### src/rtl/int_alu_pkg.sv
package int_alu_pkg;

    localparam int DATA_W = 32;
    localparam int OP_W   = 4;

    typedef enum logic [OP_W-1:0] {
        OP_ADD  = 4'h0,
        OP_ADDU = 4'h1,
        OP_SUB  = 4'h2,
        OP_SUBU = 4'h3,
        OP_AND  = 4'h4,
        OP_OR   = 4'h5,
        OP_XOR  = 4'h6,
        OP_NOR  = 4'h7,
        OP_SLT  = 4'hA,
        OP_SLTU = 4'hB
    } alu_op_e;

    typedef struct packed {
        logic [DATA_W-1:0] value;
        logic              zero;
        logic              ovf;
    } alu_out_t;

endpackage

### src/rtl/alu_addsub.sv
module alu_addsub #(
    parameter int WIDTH = 32
) (
    input  logic [WIDTH-1:0] a,
    input  logic [WIDTH-1:0] b,
    input  logic             sub,
    output logic [WIDTH-1:0] sum,
    output logic             carry_msb,
    output logic             carry_out
);
    logic [WIDTH:0]   chain;
    logic [WIDTH-1:0] b_eff;

    assign chain[0] = sub;

    for (genvar i = 0; i < WIDTH; i++) begin : g_cell
        assign b_eff[i]     = b[i] ^ sub;
        assign sum[i]       = a[i] ^ b_eff[i] ^ chain[i];
        assign chain[i+1]   = (a[i] & b_eff[i]) | (a[i] & chain[i]) | (b_eff[i] & chain[i]);
    end

    assign carry_msb = chain[WIDTH-1];
    assign carry_out = chain[WIDTH];
endmodule

### src/rtl/alu_logic_unit.sv
module alu_logic_unit #(
    parameter int WIDTH = 32
) (
    input  logic [WIDTH-1:0] a,
    input  logic [WIDTH-1:0] b,
    input  logic [1:0]       sel,
    output logic [WIDTH-1:0] out
);
    always_comb begin
        case (sel)
            2'd0:    out = a & b;
            2'd1:    out = a | b;
            2'd2:    out = a ^ b;
            default: out = ~(a | b);
        endcase
    end
endmodule

### src/rtl/int_alu.sv
module int_alu
    import int_alu_pkg::*;
(
    input  logic [DATA_W-1:0] a,
    input  logic [DATA_W-1:0] b,
    input  logic [OP_W-1:0]   op,
    output logic [DATA_W-1:0] result,
    output logic              zero,
    output logic              ovf
);
    localparam int MSB = DATA_W - 1;

    logic [DATA_W-1:0] sum_w;
    logic [DATA_W-1:0] logic_w;
    logic              carry_msb_w;
    logic              carry_out_w;
    logic              sign_ovf_w;
    alu_out_t          out_d;

    alu_addsub #(.WIDTH(DATA_W)) u_addsub (
        .a         (a),
        .b         (b),
        .sub       (op[1]),
        .sum       (sum_w),
        .carry_msb (carry_msb_w),
        .carry_out (carry_out_w)
    );

    alu_logic_unit #(.WIDTH(DATA_W)) u_logic (
        .a   (a),
        .b   (b),
        .sel (op[1:0]),
        .out (logic_w)
    );

    assign sign_ovf_w = carry_msb_w ^ carry_out_w;

    always_comb begin
        out_d = '0;
        case (op)
            OP_ADD, OP_SUB: begin
                out_d.value = sum_w;
                out_d.ovf   = sign_ovf_w;
            end
            OP_ADDU, OP_SUBU: out_d.value = sum_w;
            OP_AND, OP_OR, OP_XOR, OP_NOR: out_d.value = logic_w;
            OP_SLT:  out_d.value[0] = sum_w[MSB] ^ sign_ovf_w;
            OP_SLTU: out_d.value[0] = ~carry_out_w;
            default: out_d.value = '0;
        endcase
        out_d.zero = ~|out_d.value;
    end

    assign result = out_d.value;
    assign zero   = out_d.zero;
    assign ovf    = out_d.ovf;
endmodule

### config.mk
export PLATFORM = sky130hd
export DESIGN_NAME = int_alu
export DESIGN_NICKNAME = d
export VERILOG_FILES = /design/src/rtl/int_alu_pkg.sv /design/src/rtl/alu_addsub.sv /design/src/rtl/alu_logic_unit.sv /design/src/rtl/int_alu.sv
export SDC_FILE = /design/constraint.sdc
export NUM_CORES = 1
export LEC_CHECK = 0
export ABC_AREA = 1
export BUFFER_PORTS_ARGS = -buffer_cell sky130_fd_sc_hd__buf_2
export CAP_MARGIN = 20
export CORE_MARGIN = 4
export CORE_UTILIZATION = 41
export DETAILED_ROUTE_END_ITERATION = 16
export PLACE_DENSITY = 0.71
export SLEW_MARGIN = 15
export SYNTH_ARGS = -nofsm -noshare
export SYNTH_HDL_FRONTEND = slang
export SYNTH_SLANG_ARGS = --single-unit
export TNS_END_PERCENT = 50
### constraint.sdc
create_clock -name vclk -period 39.5
set_input_delay 7.9 -clock vclk [all_inputs]
set_output_delay 7.9 -clock vclk [all_outputs]
set_load 0.02 [all_outputs]
Yosys cells after proc, flatten, opt, wreduce, memory -nomap -nowiden
Index checks and enable logic that the tools add are counted.
{ "word_totals": {"regBits": 0, "output_inout_bits": 34, "wordCells": 285, "in_bits": 68} }
{ "op_classes": {"n_reduce_logical": 7, "eq_ne": 11, "n_mux": 4, "n_bitwise": 263} }
{ "ops": {"columns": ["cell", "count"], "rows": [
  ["XOR 1 bit", 98],
  ["AND 1 bit", 96],
  ["case mux 32 bit (3 select lines)", 1],
  ["bitwise OR 1 bit", 64],
  ["case mux 31 bit (2 select lines)", 1],
  ["AND 32 bit", 1],
  ["NOT 32 bit", 1],
  ["bitwise OR 32 bit", 1],
  ["OR reduction 32 bit", 1],
  ["XOR 32 bit", 1],
  ["equality test 4 x 3 -> 1 bit, second input constant", 4],
  ["equality test 4 x 2 -> 1 bit, second input constant", 2],
  ["equality test 4 bit, second input constant", 2],
  ["OR reduction 4 bit", 2],
  ["equality test 4 x 1 -> 1 bit, second input constant", 1],
  ["zero test 4 bit", 1],
  ["case mux 1 bit (4 select lines)", 1],
  ["equality test 2 x 1 -> 1 bit, second input constant", 1],
  ["equality test 2 bit, second input constant", 1],
  ["zero test 2 bit", 1],
  ["OR reduction 2 bit", 1],
  ["zero test 1 bit", 1],
  ["two-way mux 1 bit", 1],
  ["NOT 1 bit", 1]
]} }

Depth between registers and ports, before layout
{ "logic_depth": {"ltp_word": 102, "mapped_depth": 49, "mapped_depth_nobuf": 48} }

Hierarchy
Synthesis repeated with hierarchy kept, for this count alone.
{ "hier_totals": {"cells_unflattened": 638, "hier_area_um2": 4167.7} }
{ "modules_own_cells": {"columns": ["mod", "area_per_inst_um2", "n_inst", "seq_area_each_um2", "cells_each"], "rows": [
  ["alu_logic_unit", 2127.0, 1, 0.0, 343],
  ["alu_addsub", 1216.2, 1, 0.0, 135],
  ["int_alu", 824.5, 1, 0.0, 160]
]} }

Least setup slack after synthesis
Ideal clock, no wire load.
{ "synth_timing": {"kind": "input -> output", "start": "input port op[1]", "end": "output port zero", "n_path_buf": 3, "path_stages": 46, "arrival_time_ns": 21.719, "path_slack_ns": 9.881, "t_required_ns": 31.600, "path_cell_list": "buf_4 > clkbuf_1 > buf_2 > xnor2_1 > fa_1 > fa_1 > inv_1 > fa_1 > fa_1 > fa_1 > fa_1 > fa_1 > fa_1 > fa_1 > fa_1 > fa_1 > fa_1 > fa_1 > [... 10 more ...] > fa_1 > fa_1 > fa_1 > fa_1 > fa_1 > fa_1 > fa_1 > fa_1 > inv_1 > fa_1 > fa_1 > or2_2 > nand2_1 > nor2_1 > nand2_1 > nor2_1 > nand2_1 > nor2_1"} }
{ "synth_via": {"word_cells_on_any_way": 279, "classes_between": "eq/ne (11); mux (3); bitwise (259); reduce/logical (6)"} }
{ "synth_rtl": {"columns": ["item", "line", "rtl"], "rows": [
  ["from (decl)", "int_alu.sv:6", "input logic [OP_W-1:0] op,"],
  ["XOR 1 bit", "alu_addsub.sv:17", "assign b_eff[i] = b[i] ^ sub;"],
  ["AND 1 bit", "alu_addsub.sv:19", "assign chain[i+1] = (a[i] & b_eff[i]) | (a[i] & chain[i]) | (b_eff[i] & chain[i]);"],
  ["bitwise OR 1 bit (2 in series)", "alu_addsub.sv:19", null],
  ["AND 1 bit", "alu_addsub.sv:19", null],
  ["bitwise OR 1 bit (2 in series)", "alu_addsub.sv:19", null],
  ["AND 1 bit", "alu_addsub.sv:19", null],
  ["bitwise OR 1 bit (2 in series)", "alu_addsub.sv:19", null],
  ["AND 1 bit", "alu_addsub.sv:19", null],
  ["[... 78 more ...]", null, null],
  ["bitwise OR 1 bit (2 in series)", "alu_addsub.sv:19", null],
  ["AND 1 bit", "alu_addsub.sv:19", null],
  ["bitwise OR 1 bit (2 in series)", "alu_addsub.sv:19", null],
  ["XOR 1 bit", "alu_addsub.sv:18", "assign sum[i] = a[i] ^ b_eff[i] ^ chain[i];"],
  ["case mux 31 bit (2 select lines) *", "int_alu.sv:40", "case (op)"],
  ["via result[31]", "int_alu.sv:7", "output logic [DATA_W-1:0] result,"],
  ["OR reduction 32 bit *", "int_alu.sv:51", "out_d.zero = ~|out_d.value;"],
  ["zero test 1 bit *", "int_alu.sv:51", null],
  ["to (decl)", "int_alu.sv:8", "output logic zero,"]
]} }
Mark *: on every way through the listed nets, which the timed path passes. The rest lies on a longest branch.

Worst setup path in the final report
{ "layout_timing": {"start": "input port op[1]", "end": "output port zero"} }
{ "layout_via": {"elab_chain_cells": 102, "word_cells_on_any_way": 279, "classes_between": "eq/ne (11); mux (3); bitwise (259); reduce/logical (6)"} }
{ "layout_rtl": {"columns": ["item", "line", "rtl"], "rows": [
  ["XOR 1 bit", "alu_addsub.sv:17", null],
  ["AND 1 bit", "alu_addsub.sv:19", null],
  ["bitwise OR 1 bit (2 in series)", "alu_addsub.sv:19", null],
  ["AND 1 bit", "alu_addsub.sv:19", null],
  ["bitwise OR 1 bit (2 in series)", "alu_addsub.sv:19", null],
  ["AND 1 bit", "alu_addsub.sv:19", null],
  ["bitwise OR 1 bit (2 in series)", "alu_addsub.sv:19", null],
  ["AND 1 bit", "alu_addsub.sv:19", null],
  ["[... 81 more ...]", null, null],
  ["bitwise OR 1 bit (2 in series)", "alu_addsub.sv:19", null],
  ["AND 1 bit", "alu_addsub.sv:19", null],
  ["bitwise OR 1 bit (2 in series)", "alu_addsub.sv:19", null],
  ["XOR 1 bit", "int_alu.sv:36", "assign sign_ovf_w = carry_msb_w ^ carry_out_w;"],
  ["XOR 1 bit", "int_alu.sv:47", "OP_SLT: out_d.value[0] = sum_w[MSB] ^ sign_ovf_w;"],
  ["case mux 1 bit (4 select lines)", "int_alu.sv:40", null],
  ["OR reduction 32 bit *", "int_alu.sv:51", null],
  ["zero test 1 bit *", "int_alu.sv:51", null]
]} }
Every way passes the cells marked *; elsewhere a longest branch is shown, timed or not.

==> impl_metrics.yaml <==
global_route:
  antenna_found_initial: 1
  grt_pass1_vias: 3514
  grt_pass1_wl_um: 16400
  track_usage_pct: 19.3
  overflow: 0
  grt_start_max_net_pins: 50
status:
  outcome: "complete, no violations"
power_and_ir_drop:
  p_comb_share_pct: 100.0
  p_per_area_nw_per_um2: 14.1
  power_switching_share_pct: 62.8
  p_leak_nw: 2.42
  ir_drop_uv: 9.15
  internal_power_mw: 0.0215
  net-switching-power_mw: 0.0362
  p_total_mw: 0.0576
  p_clk_share_pct: 0
  p_seq_share_pct: 0
finish:
  syn2layout_area_growth_pct: 15.3
  drive_gt1_share_pct: 18.2
  seq_cells: 0
  clkbuf_count: 0
  final-seq-area_um2: 0
  nets: 808
logic_synthesis:
  synthAdderAreaFrac_pct: 40.5
  ys_warn_count: 0
  yosys.area_share.simple_pct: 27.2
  synthMuxAreaShare_pct: 0
  ys_types: 20
  synthXorXnorAreaFrac_pct: 7.87
  synth.avg_cell_area_um2: 6.35
  syn-cell-area_um2: 3560
  synthTopCellsByArea: "ha_1, fa_1, nand2_1"
  postSynthNetCount: 725
  synth-seq-area-share_pct: 0
  yosysMostFrequentCell: "nand2_1"
  synth_commonest_cells: "nand2_1, inv_1, ha_1"
  synth_compound_area_share_pct: 9.14
  synth_top_cell_by_area: "ha_1"
  synthCells: 561
  synth_top_area_share_pct: 22.5
  synth_top_family_by_area: "adder cells"
setup_path:
  cp.arrival_ns: 21.96
  crit_top_cell: "fa_1"
  cp.required_ns: 31.60
  startpoint_type: "input pin"
  critPathBufInv: 7
  crit_family: "adder cells"
  crit_path_end_kind: "output pin"
  slowest_delay_ns: 0.47
  critPathMaxFanout: 34
  critPathKind: "input pin to output pin"
  cpMaxStageDelayCell: "fa_1"
clock_network:
  cts_resized: 0
  cts_setup_buffers: 0
  cts_hold_buffers: 0
floorplan:
  initial_core_util_pct: 42.7
  die_h_um: 101
  rows: 33
  ios: 102
  die_w_um: 101
  dieArea_um2: 10200
  core_area_um2: 8340
routing:
  drtIter0Drc: 187
  drc: 0
  routed_wl_um: 9930
  wl_per_cell_um: 13.3
  viasPerCell: 4.94
  via_count: 3697
  drtPass1Iterations: 4
  ant_nets: 0
timing:
  fin_tns_setup_ns: 0
  finalSetupViolations: 0
  finalWorstSetupSlack_ns: 9.64
  maxClockFrequency_mhz: 33.5
  maxSlewViolCount: 0
  tightest_slew_ns: 0.861
  slew_headroom_pct: 42.5
  finalHoldViolCount: 0
  fin_crit_sh_pct: 75.6
  min_period_ns: 29.86
  rsz0062_at_grt: "no"
  holdWs_ns: 16.24
placed_design:
  portBuffers: 102
  pre_cts_ws_ns: 9.55
  routabilityCongestion: 0.895
  dp_hpwl_um: 7770
min_path:
  hold_end: "result[0]"
  worstHoldStart: "op[2]"
  hold_depth: 5
  hold_path_class: "input pin to output pin"
flow_run:
  cap_violations: 0
[cell usage in the layout, fill, tap and decap left out]
cell type	count
or2_2	5
buf_2	102
inv_2	1
ha_1	64
diode_2	1
nand3_1	47
o21ai_0	33
xor2_1	26
fa_1	32
a21oi_1	32
nand2_1	154
buf_4	4
nor2_1	24
nor3_1	1
inv_1	105
nand3b_1	1
nor2_2	3
nand2_2	1
xnor2_1	6
buf_6	1
[stage by stage]
stage	util (%)	instances	cell area [µm²]
2_1_floorplan	-	561	3560
3_3_place_gp	49.0	746	4090
3_5_place_dp	49.0	746	4090
4_1_cts	49.0	746	4090
5_1_grt	49.2	748	4100
6_report	49.2	748	4100
[kinds of logic after synthesis]
| kind of cell | Yosys count |
|---|---|
| AOI/OAI and AO/OA | 65 |
| buffers and inverters | 132 |
| and+or+nand+nor | 236 |
| xor gates and xnor gates | 32 |
| adders and majority gates | 96 |
[routing by layer]
metal	GRT usage (%)	wire length, µm
met5	0	0
met4	3.78	107
met3	0.826	669
met2	33.6	4820
met1	26.8	4330
[tightest hold or removal path: cells and delay by family]
kind                   cells  cell delay, ns
buffers and inverters      2            0.27
and+or+nand+nor            3            0.17
[area by class of cell]
class | count | area, µm²
Fill cell | 893 | 4240
Multi-Input combinational cell | 429 | 3020
Timing Repair Buffer | 107 | 552
Inverter | 106 | 398
Tap cell | 105 | 131
Antenna cell | 1 | 2.50
[power groups by stage]
stage          clock network [mW]  logic (mW)  registers, mW
2_1_floorplan                   0      0.0388              0
3_3_place_gp                    0      0.0563              0
3_5_place_dp                    0      0.0579              0
4_1_cts                         0      0.0582              0
5_1_grt             0.00000000340      0.0661              0
6_report            0.00000000340      0.0576              0
[worst max path at each step]
stage          startpoint   end  depth (start not counted)
2_1_floorplan       op[1]  zero                         46
3_3_place_gp        op[1]  zero                         45
3_5_place_dp        op[1]  zero                         45
4_1_cts             op[1]  zero                         45
5_1_grt             op[1]  zero                         48
6_report            op[1]  zero                         45
No activity file was read; power rests on OpenSTA's default activity.
